==> src/rtl/rmw_pkg.sv <==
package rmw_pkg;
  localparam int METH_W = 4;

  localparam logic [METH_W-1:0] M_MERGE = 4'd0;
  localparam logic [METH_W-1:0] M_INC   = 4'd1;
  localparam logic [METH_W-1:0] M_DEC   = 4'd2;
  localparam logic [METH_W-1:0] M_SHR   = 4'd3;
  localparam logic [METH_W-1:0] M_SHL   = 4'd4;
  localparam logic [METH_W-1:0] M_ROR   = 4'd5;
  localparam logic [METH_W-1:0] M_ROL   = 4'd6;
  localparam logic [METH_W-1:0] M_INV   = 4'd7;
  localparam logic [METH_W-1:0] M_XOR   = 4'd8;
  localparam logic [METH_W-1:0] M_OR    = 4'd9;
  localparam logic [METH_W-1:0] M_AND   = 4'd10;

  typedef enum logic [1:0] {
    ST_IDLE = 2'd0,
    ST_RD   = 2'd1,
    ST_WR   = 2'd2,
    ST_END  = 2'd3
  } rmw_state_e;

  function automatic logic meth_legal(input logic [METH_W-1:0] m);
    return (m <= M_AND);
  endfunction
endpackage

==> src/rtl/rmw_rst_sync.sv <==
module rmw_rst_sync #(
  parameter int STAGES = 2
) (
  input  logic clk,
  input  logic rst_n,
  output logic rst_n_sync
);
  logic [STAGES-1:0] sync_q;

  always_ff @(posedge clk or negedge rst_n) begin
    if (!rst_n) begin
      sync_q <= '0;
    end else begin
      sync_q <= {sync_q[STAGES-2:0], 1'b1};
    end
  end

  assign rst_n_sync = sync_q[STAGES-1];
endmodule

==> src/rtl/rmw_xform.sv <==
module rmw_xform
  import rmw_pkg::*;
#(
  parameter int W = 32
) (
  input  logic [METH_W-1:0] meth,
  input  logic [W-1:0]      rd,
  input  logic [W-1:0]      mask,
  input  logic [W-1:0]      val,
  output logic [W-1:0]      res
);
  localparam logic [W-1:0] ONE = W'(1);

  always_comb begin
    unique case (meth)
      M_MERGE: res = (rd & ~mask) | val;
      M_INC:   res = rd + ONE;
      M_DEC:   res = rd - ONE;
      M_SHR:   res = {1'b0, rd[W-1:1]};
      M_SHL:   res = {rd[W-2:0], 1'b0};
      M_ROR:   res = {rd[0], rd[W-1:1]};
      M_ROL:   res = {rd[W-2:0], rd[W-1]};
      M_INV:   res = ~rd;
      M_XOR:   res = rd ^ mask;
      M_OR:    res = rd | mask;
      M_AND:   res = rd & mask;
      default: res = rd;
    endcase
  end
endmodule

==> src/rtl/rmw_ctrl.sv <==
module rmw_ctrl
  import rmw_pkg::*;
#(
  parameter int W  = 32,
  parameter int AW = 32
) (
  input  logic              clk,
  input  logic              rst_n,
  input  logic              start,
  input  logic [METH_W-1:0] meth_in,
  input  logic [AW-1:0]     addr_in,
  input  logic [W-1:0]      mask_in,
  input  logic [W-1:0]      val_in,
  input  logic              ack,
  input  logic              berr,
  input  logic [W-1:0]      rdata,
  output logic              req,
  output logic              we,
  output logic [AW-1:0]     addr,
  output logic [METH_W-1:0] meth,
  output logic [W-1:0]      mask,
  output logic [W-1:0]      val,
  output logic [W-1:0]      rd_word,
  output logic              done,
  output logic              fault
);
  rmw_state_e state_q, state_d;
  logic       fault_q, fault_d;
  logic       cap_en, data_en, fault_en;
  logic [AW-1:0]     addr_q;
  logic [METH_W-1:0] meth_q;
  logic [W-1:0]      mask_q, val_q, data_q;

  always_comb begin
    state_d  = state_q;
    fault_d  = fault_q;
    fault_en = 1'b0;
    cap_en   = 1'b0;
    data_en  = 1'b0;
    unique case (state_q)
      ST_IDLE: begin
        if (start) begin
          cap_en   = 1'b1;
          fault_en = 1'b1;
          if (meth_legal(meth_in)) begin
            state_d = ST_RD;
            fault_d = 1'b0;
          end else begin
            state_d = ST_END;
            fault_d = 1'b1;
          end
        end
      end
      ST_RD: begin
        if (berr) begin
          state_d  = ST_END;
          fault_d  = 1'b1;
          fault_en = 1'b1;
        end else if (ack) begin
          data_en = 1'b1;
          state_d = ST_WR;
        end
      end
      ST_WR: begin
        if (berr) begin
          state_d  = ST_END;
          fault_d  = 1'b1;
          fault_en = 1'b1;
        end else if (ack) begin
          state_d = ST_END;
        end
      end
      ST_END: state_d = ST_IDLE;
      default: state_d = ST_IDLE;
    endcase
  end

  always_ff @(posedge clk or negedge rst_n) begin
    if (!rst_n) begin
      state_q <= ST_IDLE;
      fault_q <= 1'b0;
    end else begin
      state_q <= state_d;
      if (fault_en) fault_q <= fault_d;
    end
  end

  always_ff @(posedge clk or negedge rst_n) begin
    if (!rst_n) begin
      addr_q <= '0;
      meth_q <= '0;
      mask_q <= '0;
      val_q  <= '0;
    end else if (cap_en) begin
      addr_q <= addr_in;
      meth_q <= meth_in;
      mask_q <= mask_in;
      val_q  <= val_in;
    end
  end

  always_ff @(posedge clk or negedge rst_n) begin
    if (!rst_n) begin
      data_q <= '0;
    end else if (data_en) begin
      data_q <= rdata;
    end
  end

  assign req     = (state_q == ST_RD) || (state_q == ST_WR);
  assign we      = (state_q == ST_WR);
  assign done    = (state_q == ST_END);
  assign fault   = fault_q;
  assign addr    = addr_q;
  assign meth    = meth_q;
  assign mask    = mask_q;
  assign val     = val_q;
  assign rd_word = data_q;
endmodule

==> src/rtl/rmw_unit.sv <==
module rmw_unit
  import rmw_pkg::*;
#(
  parameter int W          = 32,
  parameter int AW         = 32,
  parameter int OPW        = 32,
  parameter int METHOD_LSB = 8,
  parameter int SYNC_STG   = 2
) (
  input  logic           clk,
  input  logic           rst_n,
  input  logic           start,
  input  logic [OPW-1:0] op_word,
  input  logic [AW-1:0]  tgt_addr,
  input  logic [W-1:0]   op_mask,
  input  logic [W-1:0]   op_value,
  output logic           bus_req,
  output logic           bus_we,
  output logic [AW-1:0]  bus_addr,
  output logic [W-1:0]   bus_wdata,
  input  logic [W-1:0]   bus_rdata,
  input  logic           bus_ack,
  input  logic           bus_err,
  output logic           done,
  output logic           fault
);
  localparam int METHOD_MSB = METHOD_LSB + METH_W - 1;

  logic              rst_n_int;
  logic [METH_W-1:0] meth_dec, meth_cur;
  logic [W-1:0]      mask_cur, val_cur, rd_cur;
  logic              unused_op_bits;

  assign meth_dec       = op_word[METHOD_MSB:METHOD_LSB];
  assign unused_op_bits = ^op_word;

  rmw_rst_sync #(.STAGES(SYNC_STG)) u_rst (
    .clk        (clk),
    .rst_n      (rst_n),
    .rst_n_sync (rst_n_int)
  );

  rmw_ctrl #(.W(W), .AW(AW)) u_ctrl (
    .clk     (clk),
    .rst_n   (rst_n_int),
    .start   (start),
    .meth_in (meth_dec),
    .addr_in (tgt_addr),
    .mask_in (op_mask),
    .val_in  (op_value),
    .ack     (bus_ack),
    .berr    (bus_err),
    .rdata   (bus_rdata),
    .req     (bus_req),
    .we      (bus_we),
    .addr    (bus_addr),
    .meth    (meth_cur),
    .mask    (mask_cur),
    .val     (val_cur),
    .rd_word (rd_cur),
    .done    (done),
    .fault   (fault)
  );

  rmw_xform #(.W(W)) u_xform (
    .meth (meth_cur),
    .rd   (rd_cur),
    .mask (mask_cur),
    .val  (val_cur),
    .res  (bus_wdata)
  );
endmodule

==> config.mk <==
export PLATFORM = sky130hd
export DESIGN_NAME = rmw_unit
export DESIGN_NICKNAME = d
export VERILOG_FILES = /design/src/rtl/rmw_pkg.sv /design/src/rtl/rmw_rst_sync.sv /design/src/rtl/rmw_xform.sv /design/src/rtl/rmw_ctrl.sv /design/src/rtl/rmw_unit.sv
export SDC_FILE = /design/constraint.sdc
export NUM_CORES = 1
export LEC_CHECK = 0
export BUFFER_PORTS_ARGS = -buffer_cell sky130_fd_sc_hd__buf_2
export CORE_MARGIN = 8
export CORE_UTILIZATION = 45
export DETAILED_ROUTE_END_ITERATION = 12
export GPL_TIMING_DRIVEN = 0
export HOLD_SLACK_MARGIN = 0.02
export PLACE_DENSITY_LB_ADDON = 0.25
export SLEW_MARGIN = 40
export SYNTH_ARGS = -nofsm -noshare
export SYNTH_HDL_FRONTEND = slang
export SYNTH_HIERARCHICAL = 1
export SYNTH_SLANG_ARGS = --single-unit
==> constraint.sdc <==
create_clock -name clk -period 5.83 [get_ports clk]
set_input_delay 0.583 -clock clk [delete_from_list [all_inputs] [get_ports clk]]
set_output_delay 0.583 -clock clk [all_outputs]
set_load 0.02 [all_outputs]
-- After elaboration in Yosys (flattened, before gate mapping)
Cells that the tools add are included.
- add/sub/neg operators: 2
- magnitude comparators: 1
- eq/ne operators: 17
- muxes and demuxes: 19
- bitwise gates (word level): 7
- reductions and logical operators: 7
- operators by type and width (kind ; number):
    $pmux 32 s11 ; 1
    $and 32x32->32 ; 2
    $not 32->32 ; 2
    $or 32x32->32 ; 2
    $add 32x1->32 const B ; 1
    $sub 32x1->32 const B ; 1
    $xor 32x32->32 ; 1
    $eq 4x3->1 const B ; 4
    $eq 4x4->1 const B ; 3
    $mux 2 ; 6
    $mux 1 ; 9
    $eq 4x2->1 const B ; 2
    $pmux 2 s4 ; 1
    $eq 2x2->1 const B ; 2
    $eq 4x1->1 const B ; 1
    $le 4x4->1 const B ; 1
    $logic_not 4->1 ; 1
    $pmux 1 s2 ; 2
    $reduce_and 4->1 ; 1
    $ne 3x1->1 const B ; 1
    $ne 3x3->1 const B ; 1
    $reduce_and 3->1 ; 1
    $eq 2x1->1 const B ; 1
    $logic_not 2->1 ; 1
    other kinds (5) ; 5
- register bits after elaboration: 137
- bits of input ports: 165
- output and inout port bits: 68
- word-level logic and storage cells: 61

-- Logic depth before layout (Yosys ltp)
Gate-level depths: netlist of the first run.
- depth in word-level cells: 4
- mapped depth: 15

-- Cells and area by module
Netlist of the first run, hierarchy kept.
- modules (own cells, without submodules) (module ; times used ; cells an instance ; area each (um^2)):
    rmw_xform ; 1 ; 792 ; 5381.4
    rmw_ctrl ; 1 ; 305 ; 5197.5
    rmw_rst_sync ; 1 ; 3 ; 53.8

-- Worst setup path after synthesis of the first run
OpenSTA, ideal clock, no wires.
- path kind: reg-to-output
- start point: register u_ctrl.meth_q[0] (netlist: u_ctrl/meth[0])
- end point: output bus_wdata[16]
- arrival time: 3.694 ns
- data required time: 5.247 ns
- setup slack: 1.553 ns
- stages on the path, launching flop included: 16
- cells stage by stage: dfrtp_1 buf_6 nor4b_2 buf_4 buf_4 buf_2 buf_2 xnor2_1 ha_1 clkbuf_1 nand3_1 nor3_1 a41o_1 nand3_1 o31a_1 o32ai_1
- longest elaborated chain between the ends: 2
- RTL lines (element ; RTL line ; source):
    start: declaration ; rmw_ctrl.sv:31 ; logic [METH_W-1:0] meth_q;
    start signal: assignment ; rmw_ctrl.sv:96 ; meth_q <= meth_in;
    $eq 4x4->1 (tied with other cells) ; rmw_xform.sv:15 ; unique case (meth)
    $pmux 32 s11 * ; rmw_xform.sv:15 ;
    end: declaration ; rmw_unit.sv:20 ; output logic [W-1:0] bus_wdata,
Mark *: on every way between the ends. The rest lies on a longest branch, timed or not.

-- Worst setup path after layout of the first run
- start point: register u_ctrl.meth_q[2] (netlist: u_ctrl/meth[2])
- end point: output bus_wdata[16]
The elaborated chain is that of the path after synthesis.

==> run metrics, run 1 <==
CTS Root Cell clkbuf_16; Slew Viols, Final 0; Post-synth EDFFs 0; Cells after Synth 1100; Clock Pin Slew Worst Setup and Hold Paths 0.07 ns; crit end category output port; Power, Total 8420 µW; Worst Skew 0.0122 ns; Syn Area/Cell 9.67 µm²; final wirelength 40400 µm; number of inserted diodes 0; FP Rows 56; first-pass GRT wire length 61700 µm; max_cap viols 0; Post-Route Setup TNS 0 ns; worst-path maximum fanout 10; First-pass DRT Iterations 6; DRT iter0 DRCs 978; simple-gate area share of the yosys netlist 0.147; cell family with most CP delay buffers and inverters; Synth top area share 0.322; Leak Pwr 0.00585 µW; Synth Cell Area 10600 µm²; power density cells 660 nW/µm²; routability cong. 0.953; Synth Flop Type dfrtp_1; fraction of the yosys area taken by sequential cells 0.322; Worst EP required 5.25 ns; Area contributors post-synth dfrtp_1, mux2_2, ha_1, o21ai_0, inv_1; commonest non-fill, non-tap cells in the layout buf_2, dfrtp_1, mux2_2, ha_1, inv_1; Setup CP Type register to output port; worst skew pair latency 0.42 ns; Port Buffers 204; leading area contributor after synthesis dfrtp_1; Yosys cell types 83; post-synthesis adder-cell area fraction 0.119; chip width 170 µm; Yosys warning count 6; Final #Nets 1594; HPWL after DPL 30500 µm; final setup vio count 0; Overall Global Routing Usage 0.278; initial antenna violation count 1; Fillers 2143; startpoint types register; largest family of logic cells by synthesized area compound AO/OA/AOI/OAI gates; io pins 233; total number of vias 10200; CTS H-tree depth 4; area added between synthesis and finish 20.1%; run status finished clean; most common cell after layout, fill and taps aside buf_2; share of layout cells above drive strength 1 0.328; minimum clock period 5.73 ns; postcts setup bufs 0; RSZ-0062 raised after global routing no; CP max stage cell o32ai_1; CTS tree done; relative slew slack 0.403; DR DRC count 0; core area 23300 µm²; vias per cell 6.13; WP buf/inv 6; Max Root-Sink Buffers 2; post-synthesis async set-or-reset flop share 1.00; CP peak stage delay 0.47 ns; Max Freq 174 MHz; post-synthesis compound-gate area fraction 0.185; die height 170 µm; Starting Density 0.456; Final ANT Viol Nets 0; period utilization 0.983; XOR/XNOR share of the synthesized area 0.00577; CTS buffer count 17; Tightest Pin Transition 0.895 ns; clock sink count 137; highest ir drop seen on vdd 0.000323 V; WP data arrival 5.15 ns; vias in the first global route 10400; mux cell area share after synthesis 0.151; total grt overflow 0; wire length per cell 24.3 µm; flops & latches, synth 137; crit path cell chain buf_2 > nor4b_2 > buf_4 > buf_4 > buf_2 > buf_2 > xnor2_1 > ha_2 > nand3_1 > nor3_2 > a41o_1 > nand3_1 > o31a_1 > o32ai_1 > buf_2; Hold WC Path Type register to asynchronous set/reset pin; Fin. Hold Viols 0; Synthesized Nets 1366; most frequent CP cell buf_2; pin count of the biggest net entering global routing 44; die area 28800 µm²
==> Yosys cell counts (10+ instances only) <==
master     number
nand4_1        29
a2bb2oi_1      15
and3_1         15
buf_6          16
o21ai_0        52
a31oi_1        10
nand3_1        32
a211oi_1       10
nor2_1         60
mux2_2        133
clkbuf_1       51
a22oi_1        28
a211o_1        10
a221oi_1       12
a21oi_1        37
buf_2          16
dfrtp_1       137
nand2_1        43
inv_1          69
o2111ai_1      12
nor4_1         22
nor3_1         19
ha_1          101
==> power by group <==
group | switching, µW | leakage [µW] | total (µW) | internal (µW)
sequential | 493 | 0.00162 | 1930 | 1430
clock | 488 | 0.000270 | 1100 | 611
combinational | 3340 | 0.00396 | 5390 | 2050
total | 4320 | 0.00585 | 8420 | 4100
==> state kept, by name, summed over array words and instances (netlist names) <==
name and cells:
u_ctrl/mask 32, u_ctrl/rd_word 32, u_ctrl/fault 1, u_ctrl/addr 32, u_ctrl/meth 4, u_rst/sync_q 2
u_ctrl/val 32, u_ctrl/state_q 2
==> routing by layer <==
| layer | vias to the layer above | part of all wire | wire length (µm) | global-route usage |
|---|---|---|---|---|
| met5 | - | 0.00020 | 8 | 0 |
| met4 | 2 | 0.036 | 1460 | 0.108 |
| met3 | 94 | 0.093 | 3770 | 0.0723 |
| met2 | 520 | 0.45 | 18100 | 0.429 |
| met1 | 4974 | 0.42 | 17100 | 0.367 |
| li1 | 4582 | - | - | - |
==> metrics by stage <==
stage / util / area, µm² / hold slack, ns / cells / setup slack, ns
floorplan: - / 10600 / 0.287 / 1100 / 1.55
global placement: 0.517 / 12100 / 0.334 / 1623 / 0.154
detailed placement: 0.521 / 12200 / 0.191 / 1628 / 0.217
CTS: 0.546 / 12800 / 0.186 / 1660 / 0.0488
global route: 0.547 / 12800 / 0.210 / 1660 / 0.0405
finish: 0.547 / 12800 / 0.181 / 1660 / 0.0964
==> cell type report <==
| type | instances | area, µm² | share of cell area |
|---|---|---|---|
| Clock buffer | 19 | 443 | 0.0347 |
| Clock inverter | 13 | 133 | 0.0104 |
| Inverter | 69 | 259 | 0.0203 |
| Tap cell | 319 | 399 | 0.0313 |
| Timing Repair Buffer | 210 | 1100 | 0.0862 |
| Multi-Input combinational cell | 806 | 6520 | 0.510 |
| Buffer | 87 | 484 | 0.0379 |
| Sequential cell | 137 | 3430 | 0.269 |
==> what timing repair did <==
item | 4_1_cts | 5_1_grt
endpoints found under the hold margin | 2 | 0
pin swaps | 0 | 0
gates resized for setup | 2 | 1
endpoints found under the setup margin | 4 | 4
hold buffers | 1 | 0
==> worst paths after layout <==
path                                        start                  to  slack (ns)  cells past startpoint
max in group asynchronous         u_rst/sync_q[1]     u_ctrl/mask[28]        4.87                      2
min in group clk                  u_rst/sync_q[0]     u_rst/sync_q[1]        0.36                      0
worst max-delay path               u_ctrl/meth[2]       bus_wdata[16]         0.1                     15
worst min register to register    u_rst/sync_q[1]  u_ctrl/rd_word[15]        0.18                      0
worst min-delay path              u_rst/sync_q[1]  u_ctrl/rd_word[15]        0.18                      0
worst max register to register  u_ctrl/state_q[0]      u_ctrl/val[28]        4.10                      6
==> cell families after synthesis <==
kind of cell    count (synthesis)
buf+inv                       157
fa+ha+maj                     101
compound gates                272
flops                         137
simple gates                  282
xor+xnor                        7
other cells                     1
mux                           143
Note: power is estimated with default switching activity, not from simulation.
==> run 2: changes to the inputs <==
Clock period 5.83 ns to 5.09 ns, I/O delays scaled along.
==> run 2 against run 1 <==
Compared with the run above:
- clock-buffer cell count did not move
- critical path type unchanged
- largest power group unchanged
- clock power rose by 15%
- sequential share of layout area shrank 0.095 points
- sequential power is 15% higher
- largest cell class unchanged
- cell count is essentially flat
- flip-flop and latch count is the same
- final area is 0.35% higher
==> run metrics, run 2 (same netlist as run 1, synthesis figures left out) <==
worst skew pair latency 0.42 ns (about the same); Final #Nets 1593 (was 1594); chip width 170 µm (unchanged); final setup margin 0.0447 ns (was 0.0964 ns); crit end category output port (unchanged); Hold WS 0.180 ns (was 0.181 ns); power density cells 756 nW/µm² (was 660 nW/µm²); CTS Root Cell clkbuf_16 (unchanged); core area 23300 µm² (unchanged); vias per cell 6.13 (about the same); Layout Cells excl Fill 1659 (was 1660); Power Internal 4710 µW (was 4100 µW); total number of vias 10200 (about the same); Max Root-Sink Buffers 2 (unchanged); Starting Density 0.456 (unchanged); WP data arrival 4.54 ns (was 5.15 ns); period utilization 0.991; postcts setup bufs 0 (unchanged); area added between synthesis and finish 20.5% (was 20.1%); worst-path maximum fanout 19 (was 10); Clock Pin Slew Worst Setup and Hold Paths 0.07 ns (about the same); minimum clock period 5.05 ns; final wirelength 40300 µm (was 40400 µm); Reg power frac 0.228 (was 0.229); Overall Global Routing Usage 0.278 (about the same); pin count of the biggest net entering global routing 44 (unchanged); DRT iter0 DRCs 1051 (was 978); Leak Pwr 0.00585 µW (about the same); CTS tree done (unchanged); Slew Viols, Final 0 (unchanged); Setup CP Type register to output port (unchanged); Setup WS pre-CTS -0.449 ns (was 0.217 ns); commonest non-fill, non-tap cells in the layout buf_2, dfrtp_1, mux2_2, ha_1, inv_1 (unchanged); Hold WC Path Type register to asynchronous set/reset pin (unchanged); Worst Skew 0.0160 ns (was 0.0122 ns); switching power 4980 µW (was 4320 µW); Power, Total 9690 µW (was 8420 µW); Tightest Pin Transition 0.938 ns (was 0.895 ns); First-pass DRT Iterations 6 (unchanged); DR DRC count 0 (unchanged); max_cap viols 0 (unchanged); Post-Route Setup TNS 0 ns (unchanged); HPWL after DPL 30500 µm (unchanged); Max Freq 198 MHz; wire length per cell 24.3 µm (about the same); initial antenna violation count 1 (unchanged); combinational fraction of design power 0.641 (about the same); Fin. Hold Viols 0 (unchanged); die height 170 µm (unchanged); highest ir drop seen on vdd 0.000369 V (was 0.000323 V); share of layout cells above drive strength 1 0.330 (was 0.328); vias in the first global route 10400 (about the same); CTS H-tree depth 4 (unchanged); FP Rows 56 (unchanged); CTS buffer count 17 (unchanged); routability cong. 0.953 (unchanged); clock sink count 137 (unchanged); Port Buffers 204 (unchanged); Final ANT Viol Nets 0 (unchanged); die area 28800 µm² (unchanged); run status finished clean (unchanged); first-pass GRT wire length 61700 µm (about the same); number of inserted diodes 0 (unchanged); total grt overflow 0 (unchanged); startpoint types register (unchanged); FF-to-FF setup slack 3.35 ns (was 4.10 ns); final setup vio count 0 (unchanged); Fillers 2143 (unchanged); io pins 233 (unchanged); most common cell after layout, fill and taps aside buf_2 (unchanged); Clk pwr share 0.130 (was 0.131); DP Cell Count 1628 (unchanged); Worst EP required 4.58 ns (was 5.25 ns); switching part of the total 0.513 (about the same); relative slew slack 0.375 (was 0.403)
==> run 2: path summary, 6_finish.rpt <==
kind | start | cells after the start | endpoint
max | u_ctrl/meth[2] | 14 | bus_wdata[22]
min | u_rst/sync_q[1] | 0 | u_ctrl/rd_word[15]
max reg2reg | u_ctrl/state_q[0] | 6 | u_ctrl/val[28]
min reg2reg | u_rst/sync_q[1] | 0 | u_ctrl/rd_word[15]
max in group asynchronous | u_rst/sync_q[1] | 2 | u_ctrl/mask[28]
min in group clk | tgt_addr[27] | 2 | u_ctrl/addr[27]
==> run 2: metal layers <==
metal	global-route usage	vias to the layer above	routed length, µm
li1	-	4595	-
met1	0.368	4942	17000
met2	0.429	542	18000
met3	0.0714	93	3900
met4	0.107	2	1440
met5	0	-	8
==> run 2: cell type report <==
type	instances	area (µm²)	share of cell area
plain buffers	86	480	0.0375
clock buffers	19	443	0.0346
clock inverters	13	133	0.0104
inverters	69	259	0.0202
multi-input cells	806	6570	0.512
flip-flops and latches	137	3430	0.268
well taps	319	399	0.0312
repair buffers	210	1100	0.0859
==> run 2: power groups by stage <==
| stage | clock [µW] | sequential, µW | combinational (µW) |
|---|---|---|---|
| after detailed placement | 0 | 2210 | 6040 |
| final | 1260 | 2210 | 6220 |
| after global placement | 0 | 2200 | 5910 |
| after CTS | 1290 | 2200 | 6100 |
| after global routing | 1330 | 2300 | 6670 |
| after floorplan | 0 | 2190 | 3980 |
==> run 2: repair_timing <==
| item | in CTS | in global routing |
|---|---|---|
| pin swaps | 0 | 0 |
| hold endpoints to repair | 2 | 0 |
| hold buffers | 1 | 0 |
| endpoints found under the setup margin | 13 | 4 |
| resized for setup | 9 | 4 |
==> run 2: metrics by stage <==
step                      instance area [µm²]   util
after global routing                    12800  0.549
after detailed placement                12200  0.521
after global placement                  12100  0.517
after floorplan                         10600      -
after CTS                               12800  0.548
final                                   12800  0.549
==> run 2: worst max-delay path, stage by stage (launching register included) <==
cell and delay, ns:
dfrtp_1 0.39, buf_2 0.19, nor4b_4 0.34, buf_4 0.29
buf_4 0.30, buf_4 0.26, xnor2_1 0.20, ha_4 0.27
nand3_1 0.23, o21ai_2 0.30, nand4_1 0.24, o31ai_1 0.47
o21ai_0 0.14, a2bb2oi_1 0.26, buf_2 0.22
